File: config.mk
export PLATFORM = sky130hd
export DESIGN_NAME = addr_gen_unit
export DESIGN_NICKNAME = d
export VERILOG_FILES = /design/src/rtl/agu_pkg.sv /design/src/rtl/agu_disp_ext.sv /design/src/rtl/agu_index_scale.sv /design/src/rtl/agu_align_check.sv /design/src/rtl/addr_gen_unit.sv
export SDC_FILE = /design/constraint.sdc
export NUM_CORES = 1
export LEC_CHECK = 0
export ABC_CLOCK_PERIOD_IN_PS = 14550
export BUFFER_PORTS_ARGS = -buffer_cell sky130_fd_sc_hd__clkbuf_2
export CORE_ASPECT_RATIO = 1.2
export CORE_MARGIN = 5
export CORE_UTILIZATION = 60
export DETAILED_ROUTE_END_ITERATION = 7
export PLACE_DENSITY = 0.95
export RECOVER_POWER = 100
export SKIP_CTS_REPAIR_TIMING = 1
export SLEW_MARGIN = 10
export SYNTH_ARGS = -nofsm -noshare
export SYNTH_HDL_FRONTEND = slang
export SYNTH_SLANG_ARGS = --single-unit
export TNS_END_PERCENT = 100
File: constraint.sdc
create_clock -name clk -period 14.55 [get_ports clk]
set_clock_uncertainty 0.05 [all_clocks]
set_input_delay 2.1825 -clock clk [delete_from_list [all_inputs] [get_ports clk]]
set_output_delay 2.1825 -clock clk [all_outputs]
set_load 0.005 [all_outputs]
File: src/rtl/agu_pkg.sv
package agu_pkg;
  typedef enum logic [2:0] {
    AM_ABS     = 3'd0,
    AM_REGIND  = 3'd1,
    AM_DISP    = 3'd2,
    AM_INDEX   = 3'd3,
    AM_SCALED  = 3'd4,
    AM_POSTINC = 3'd5,
    AM_PREUPD  = 3'd6,
    AM_RSVD    = 3'd7
  } amode_e;

  typedef enum logic [1:0] {
    DS_8    = 2'd0,
    DS_16   = 2'd1,
    DS_32   = 2'd2,
    DS_NONE = 2'd3
  } dsize_e;

  localparam int DISP_W = 32;
endpackage

File: src/rtl/agu_disp_ext.sv
module agu_disp_ext
  import agu_pkg::*;
#(
  parameter int ADDR_W = 32
) (
  input  logic [DISP_W-1:0] disp,
  input  logic [1:0]        dsize,
  output logic [ADDR_W-1:0] disp_ext
);
  always_comb begin
    unique case (dsize_e'(dsize))
      DS_8:    disp_ext = ADDR_W'($signed(disp[7:0]));
      DS_16:   disp_ext = ADDR_W'($signed(disp[15:0]));
      DS_32:   disp_ext = ADDR_W'($signed(disp));
      default: disp_ext = '0;
    endcase
  end
endmodule

File: src/rtl/agu_index_scale.sv
module agu_index_scale #(
  parameter int ADDR_W  = 32,
  parameter int SHIFT_W = 2
) (
  input  logic [ADDR_W-1:0]  index,
  input  logic [SHIFT_W-1:0] shamt,
  input  logic               use_shift,
  output logic [ADDR_W-1:0]  index_out
);
  always_comb begin
    if (use_shift) index_out = index << shamt;
    else           index_out = index;
  end
endmodule

File: src/rtl/agu_align_check.sv
module agu_align_check #(
  parameter int SIZE_CODES = 4
) (
  input  logic [SIZE_CODES-2:0]         addr_lsb,
  input  logic [$clog2(SIZE_CODES)-1:0] size_code,
  output logic                          misaligned
);
  localparam int LSB_W = SIZE_CODES - 1;
  logic [LSB_W-1:0] mask;

  generate
    for (genvar b = 0; b < LSB_W; b++) begin : g_mask
      assign mask[b] = (int'(size_code) > b);
    end
  endgenerate

  assign misaligned = |(addr_lsb & mask);
endmodule

File: src/rtl/addr_gen_unit.sv
module addr_gen_unit
  import agu_pkg::*;
#(
  parameter int ADDR_W = 32
) (
  input  logic              clk,
  input  logic              rst,
  input  logic              in_valid,
  input  logic [2:0]        mode,
  input  logic [ADDR_W-1:0] base,
  input  logic [ADDR_W-1:0] index,
  input  logic [1:0]        scale,
  input  logic [31:0]       disp,
  input  logic [1:0]        disp_size,
  input  logic [1:0]        acc_size,
  output logic              out_valid,
  output logic [ADDR_W-1:0] eff_addr,
  output logic              wb_en,
  output logic [ADDR_W-1:0] wb_value,
  output logic              align_fault
);
  localparam int SIZE_CODES = 4;
  localparam int LSB_W      = SIZE_CODES - 1;

  amode_e            am;
  logic [ADDR_W-1:0] disp_ext, idx_sc;
  logic [ADDR_W-1:0] op_a, op_b, op_c, sum, wb_c;
  logic              use_base, use_idx, use_disp, is_auto, fault_c;

  assign am = amode_e'(mode);

  agu_disp_ext #(.ADDR_W(ADDR_W)) u_dext (
    .disp(disp), .dsize(disp_size), .disp_ext(disp_ext)
  );

  agu_index_scale #(.ADDR_W(ADDR_W), .SHIFT_W(2)) u_scale (
    .index(index), .shamt(scale), .use_shift(am == AM_SCALED), .index_out(idx_sc)
  );

  always_comb begin
    use_base = 1'b1;
    use_idx  = 1'b0;
    use_disp = 1'b0;
    is_auto  = 1'b0;
    unique case (am)
      AM_ABS:     begin use_base = 1'b0; use_disp = 1'b1; end
      AM_DISP:    use_disp = 1'b1;
      AM_INDEX:   use_idx  = 1'b1;
      AM_SCALED:  begin use_idx = 1'b1; use_disp = 1'b1; end
      AM_POSTINC: is_auto  = 1'b1;
      AM_PREUPD:  begin use_disp = 1'b1; is_auto = 1'b1; end
      default:    ;
    endcase
  end

  assign op_a = use_base ? base     : '0;
  assign op_b = use_idx  ? idx_sc   : '0;
  assign op_c = use_disp ? disp_ext : '0;
  assign sum  = op_a + op_b + op_c;
  assign wb_c = (am == AM_POSTINC) ? base + ADDR_W'(1) : sum;

  agu_align_check #(.SIZE_CODES(SIZE_CODES)) u_align (
    .addr_lsb(sum[LSB_W-1:0]), .size_code(acc_size), .misaligned(fault_c)
  );

  always_ff @(posedge clk) begin
    if (rst) begin
      out_valid   <= 1'b0;
      wb_en       <= 1'b0;
      align_fault <= 1'b0;
      eff_addr    <= '0;
      wb_value    <= '0;
    end else begin
      out_valid   <= in_valid;
      wb_en       <= in_valid & is_auto;
      align_fault <= in_valid & fault_c;
      if (in_valid) begin
        eff_addr <= sum;
        wb_value <= wb_c;
      end
    end
  end

  a_r1_valid_follows: assert property (@(posedge clk) disable iff (rst)
    !in_valid |=> (!out_valid && !wb_en && !align_fault));

  a_r3_regind_base: assert property (@(posedge clk) disable iff (rst)
    (in_valid && mode == 3'd1) |=> (eff_addr == $past(base) && !wb_en));

  a_r2_abs_full_disp: assert property (@(posedge clk) disable iff (rst)
    (in_valid && mode == 3'd0 && disp_size == 2'd2) |=> (eff_addr == ADDR_W'($signed($past(disp)))));

  a_r8_postinc_update: assert property (@(posedge clk) disable iff (rst)
    (in_valid && mode == 3'd5) |=> (wb_en && eff_addr == $past(base) && wb_value == $past(base) + ADDR_W'(1)));

  a_r9_preupd_same: assert property (@(posedge clk) disable iff (rst)
    (in_valid && mode == 3'd6) |=> (wb_en && wb_value == eff_addr));

  a_r10_no_update: assert property (@(posedge clk) disable iff (rst)
    (in_valid && mode != 3'd5 && mode != 3'd6) |=> !wb_en);

  a_r11_byte_never_faults: assert property (@(posedge clk) disable iff (rst)
    (in_valid && acc_size == 2'd0) |=> !align_fault);
endmodule

## Word level (Yosys, flattened, before mapping)

Index checks and enable logic that the tools add are counted.

| operators by class | value |
|---|---|
| add/subtract/negate cells | 3 |
| $lt $le $gt $ge | 3 |
| equality and inequality tests | 7 |
| shift operators | 1 |
| multiplexer cells | 9 |
| bitwise gates (word level) | 3 |
| reductions and logical operators | 6 |

Operator list:

| cell | count |
|---|---|
| 32-bit two-way mux | 5 |
| 32-bit one-hot mux with 3 select lines | 1 |
| 32-bit adder | 2 |
| 32-bit by 1-bit adder with 32-bit output (second input constant) | 1 |
| 32-bit by 2-bit left shift with 32-bit output | 1 |
| 3-bit equality test (second input constant) | 3 |
| 3-bit by 2-bit equality test with 1-bit output (second input constant) | 2 |
| 2-bit by 1-bit greater-than comparator with 1-bit output (second input constant) | 2 |
| 2-bit OR reduction | 2 |
| 4-bit OR reduction | 1 |
| 3-bit bitwise AND | 1 |
| 3-bit zero test | 1 |
| 1-bit two-way mux | 3 |
| 3-bit OR reduction | 1 |
| 1-bit bitwise AND | 2 |
| 2-bit by 1-bit equality test with 1-bit output (second input constant) | 1 |
| 2-bit equality test (second input constant) | 1 |
| 2-bit greater-than comparator (second input constant) | 1 |
| 2-bit zero test | 1 |

| word-level totals | value |
|---|---|
| bits in registers | 67 |
| input bits | 108 |
| logic and storage cells | 37 |

## Depth between registers and ports, before layout

| depth | value |
|---|---|
| word-level depth | 9 |
| gate-level depth with buffers | 19 |

## By module

From an unflattened synthesis, not the netlist that was laid out.

| second synthesis, totals | value |
|---|---|
| cells, all modules | 973 |
| area total of the unflattened synthesis | 7,437.1 µm² |

Modules (own cells, without submodules):

| module | instances | cells an instance | area an instance (µm²) | seq. area each (µm²) |
|---|---|---|---|---|
| addr_gen_unit | 1 | 780 | 5,950.7 | 1,341.3 |
| agu_index_scale | 1 | 119 | 904.6 | 0.0 |
| agu_disp_ext | 1 | 70 | 563.0 | 0.0 |
| agu_align_check | 1 | 4 | 18.8 | 0.0 |

## Least setup slack after synthesis

OpenSTA, ideal clock, no wires.

| timing | value |
|---|---|
| path type | input port to flip-flop |
| start point | input scale[1] |
| end point | register wb_value[30] |
| library setup time | 122 ps |
| arrival time | 6,176 ps |
| required time | 14,378 ps |
| slack | 8,202 ps |
| stages on the path | 18 |
| buffers on the path | 3 |
| cell sequence | buf_2 -> buf_1 -> buf_1 -> mux2i_1 -> a211oi_1 -> a21oi_1 -> fa_1 -> inv_1 -> ha_1 -> o21ai_1 -> nor2_2 -> a41oi_2 -> o21ai_2 -> a21oi_2 -> o31a_1 -> o41ai_2 -> xor2_1 -> a221o_1 |

| on the way | value |
|---|---|
| cells in the longest elaborated chain, start to end | 6 |

Ends and longest elaborated chain:

| what | RTL line | text |
|---|---|---|
| start: declaration | addr_gen_unit.sv:12 | `input logic [1:0] scale,` |
| 32-bit by 2-bit left shift with 32-bit output | agu_index_scale.sv:11 | `if (use_shift) index_out = index << shamt;` |
| 32-bit two-way mux | agu_index_scale.sv:11 |  |
| 32-bit two-way mux | addr_gen_unit.sv:57 | `assign op_b = use_idx ? idx_sc : '0;` |
| 32-bit adder (2 in a row) | addr_gen_unit.sv:59 | `assign sum = op_a + op_b + op_c;` |
| 32-bit two-way mux | addr_gen_unit.sv:60 | `assign wb_c = (am == AM_POSTINC) ? base + ADDR_W'(1) : sum;` |
| end signal: assignment | addr_gen_unit.sv:79 | `wb_value <= wb_c;` |
| end: declaration | addr_gen_unit.sv:19 | `output logic [ADDR_W-1:0] wb_value,` |

No other way between the ends.
A chain may end at the register's enable or synchronous reset.

## Worst setup path in the final report

| timing | value |
|---|---|
| start point | input mode[0] |
| end point | register wb_value[24] |

| on the way | value |
|---|---|
| cells in the longest elaborated chain, start to end | 7 |
| elaborated cells between the ends (all ways) | 17 |
| those cells by class | 2 x add/sub; 5 x eq/ne; 7 x mux; 3 x reduce/logical |

Ends and longest elaborated chain:

| what | RTL line | text |
|---|---|---|
| start: declaration | addr_gen_unit.sv:9 | `input logic [2:0] mode,` |
| 3-bit by 2-bit equality test with 1-bit output / 3-bit equality test (equally long branches) | addr_gen_unit.sv:45, addr_gen_unit.sv:37 |  |
| 2-bit OR reduction (no line) | - |  |
| 1-bit two-way mux | addr_gen_unit.sv:45 | `unique case (am)` |
| 32-bit two-way mux | addr_gen_unit.sv:57 |  |
| 32-bit adder (2 in a row) | addr_gen_unit.sv:59 |  |
| 32-bit two-way mux (*) | addr_gen_unit.sv:60 |  |

Mark *: on every way between the ends. The rest lies on a longest branch, timed or not.

==> impl_metrics.py <==
metrics = {
    "timing": {
        "slew_headroom_pct": -48.7,
        "hold_violations": 0,
        "tightest_slew_ps": 2230,
        "fmax_ghz": 0.122,
        "rsz0062_at_grt": "no",
        "tns_ps": 0,
        "period_share_pct": 56.3,
        "holdWs_ps": 413,
        "setup_violations": 0,
        "period_minus_slack_ps": 8200,
        "drv_slew": 86,
    },
    "cts": {
        "htree_num_levels": 3,
        "cts.sinks": 67,
        "root_buffer": "clkbuf_16",
        "cts_tree": "done",
        "insertion_delay_ps": 330,
        "cts_buffer_depth": 2,
        "cts-buffers-inserted": 9,
        "path_clk_slew_ps": 60,
    },
    "layout": {
        "layout.nets": 1222,
        "area_delta_synth_final_pct": 15.7,
        "drive_gt1_share_pct": 18.1,
        "diodes": 0,
        "layout_common_cells": "clkbuf_2, nand2_1, nor2_1",
        "final_common_cell": "clkbuf_2",
        "postLayoutCoreUtil_pct": 71.1,
    },
    "global_route": {
        "grt.overflow.total": 0,
        "grt_pass1_wl_um": 34700,
        "antenna_found_initial": 0,
        "first_global_vias": 7090,
        "grt.total_usage_pct": 30.4,
        "grt_max_degree": 54,
    },
    "setup_path": {
        "cp_data_arrival_time_ps": 8370,
        "r2r_cells": 2,
        "timing.rr.start": "wb_value[30]",
        "r2r_slack_ps": 13590,
        "end_kind": "register",
        "crit_required_ps": 14720,
        "reg2reg_to": "wb_value[30]",
        "startpoint_type": "input port",
        "path_class": "input port to register",
        "cp_max_fo": 32,
    },
    "floorplanning": {
        "core-area_um2": 11600,
        "start_util_pct": 61.4,
        "die_width_um": 109,
        "io-pin-count": 175,
        "rows": 43,
        "die-area_um2": 14100,
        "die_h_um": 129,
    },
    "logic_synthesis": {
        "syn_area_per_cell_um2": 7.72,
        "synth_edf_count": 0,
        "yosysSeqAreaShare_pct": 18.9,
        "syn-num-nets": 1092,
        "async_flop_share_pct": 0,
        "yosysWarnings": 0,
        "yosysUniqueCellTypes": 59,
        "syn_inst": 921,
        "ys.flop_type": "dfxtp_1",
        "syn_area_um2": 7110,
        "synth_seq_cells": 67,
    },
    "power_and_ir_drop": {
        "power_density_nw_per_um2": 97.0,
        "cellLeakagePower_nw": 3.84,
        "ir_drop_v": 0.0000651,
    },
    "routing": {
        "drtIter0Drc": 671,
        "drc": 0,
        "via_per_inst": 6.20,
        "final_antenna_net_count": 0,
        "dr.pass1.iters": 6,
        "num_vias": 7516,
        "wl_per_cell_um": 17.7,
        "wl_um": 21500,
    },
    "job": {
        "maxCapViolations": 2,
    },
    "worst_hold_path": {
        "hp-start": "wb_value[31]",
        "hold_end": "wb_value[31]",
        "hold_path.class": "register to register",
        "holdPathStages": 2,
    },
    "run_status": {
        "status": "finished, violations left",
        "violations": "max-capacitance violations, max-slew violations",
    },
    "place": {
        "gp_congestion": 0.974,
        "port_buffers": 174,
        "post-dp-hpwl_um": 16800,
    },
}
report_power, final:
| part | internal (mW) | leakage [nW] | switching (mW) |
|---|---|---|---|
| Clock | 0.159 | 0.159 | 0.0793 |
| Sequential | 0.211 | 0.553 | 0.0169 |
| Combinational | 0.135 | 3.13 | 0.197 |
worst max path at each step:
stage              from      endpoint  depth (start not counted)
2_1_floorplan  scale[1]  wb_value[30]                         18
3_3_place_gp    mode[0]  wb_value[30]                         16
3_5_place_dp    mode[0]  wb_value[24]                         16
4_1_cts         mode[0]  wb_value[24]                         16
5_1_grt         mode[0]  wb_value[24]                         16
6_report        mode[0]  wb_value[24]                         16
metrics by stage:
step | setup WS (ps) | std cells | total power [mW] | instance area (µm²)
floorplan | 8200 | 921 | 0.452 | 7110
global placement | 7700 | 1197 | 0.548 | 7990
detailed placement | 7570 | 1197 | 0.559 | 7990
CTS | 7910 | 1213 | 0.799 | 8320
global route | 5990 | 1213 | 0.843 | 8220
finish | 6350 | 1213 | 0.798 | 8220
sequential cells by signal, summed over array words and instances (netlist names):
name,count
align_fault,1
eff_addr,32
wb_value,32
wb_en,1
out_valid,1
cell usage after synthesis (2+ instances only):
cell type    n  area share, %
nor3_1       7           0.49
nor3b_1      3           0.32
nand2_1    102            5.4
fa_1        32            9.0
buf_1       10           0.53
o21bai_1     4           0.42
and3_1       8           0.70
mux4_2      14            4.4
nand4_1     12            1.1
and3b_1      2           0.25
nand2b_1     7           0.62
a221oi_1     3           0.37
nand3_1     24            1.7
mux2_2       7            1.1
and2_0       2           0.18
o21ai_1      6           0.42
a32oi_1      2           0.25
o21ai_0     57            4.0
a22oi_1     18            1.9
and4_1       4           0.49
a21o_1      14            1.5
a21oi_1     73            5.1
ha_1        31            5.5
a22o_1       5           0.62
o21a_1       4           0.42
and2_1      24            2.1
xnor2_1     29            3.6
a221o_1      2           0.28
clkbuf_1    42            2.2
a211oi_1    22            2.3
mux2i_1     36            5.1
buf_2        9           0.63
or3_1        5           0.44
inv_1       61            3.2
o221ai_1     2           0.25
o211ai_1     9           0.95
o21ai_2      2           0.25
nor2b_1     13            1.1
nor2_1      88            4.6
dfxtp_1     67             19
xor2_1      31            3.8
or2_2        6           0.53
o31ai_1      4           0.42
a31oi_1      2           0.18
a41oi_2      2           0.46
area by class of cell:
class | instances | area (µm²)
clock buffer | 12 | 256
inverter | 62 | 233
multi-input combinational | 731 | 5250
clock inverter | 4 | 72.6
timing repair buffer | 180 | 870
fill | 911 | 3350
tap | 157 | 196
sequential | 67 | 1340
logic make-up (layout without fill, tap and decap cells):
logic type / after synthesis / count (layout) / share of synthesized area (%)
buf+inv: 123 / 258 / 6.65
flops: 67 / 67 / 18.9
compound gates: 239 / 239 / 21.4
mux: 57 / 57 / 10.6
fa+ha+maj: 63 / 63 / 14.5
simple gates: 312 / 312 / 20.6
xor+xnor: 60 / 60 / 7.39
layer usage:
metal / vias up / part of all wire [%] / global-route usage, %
met5: - / 0 / 0
met4: 0 / 3.0 / 11.9
met3: 48 / 10 / 4.68
met2: 485 / 46 / 48.4
met1: 3514 / 41 / 41.4
li1: 3469 / - / -
worst max-delay path, cell delays in order:
cell and delay (ps):
clkbuf_1 520, nand2_1 110, nor2_1 1390, o21ai_0 550, fa_1 710, inv_1 60
ha_1 300, a211oi_1 310, nor2_2 110, a41oi_1 370, o21ai_0 220, a221oi_1 430
o21ai_0 440, nor4_1 360, a41oi_1 80, a22o_1 220
(Power assumes the default switching activity.)
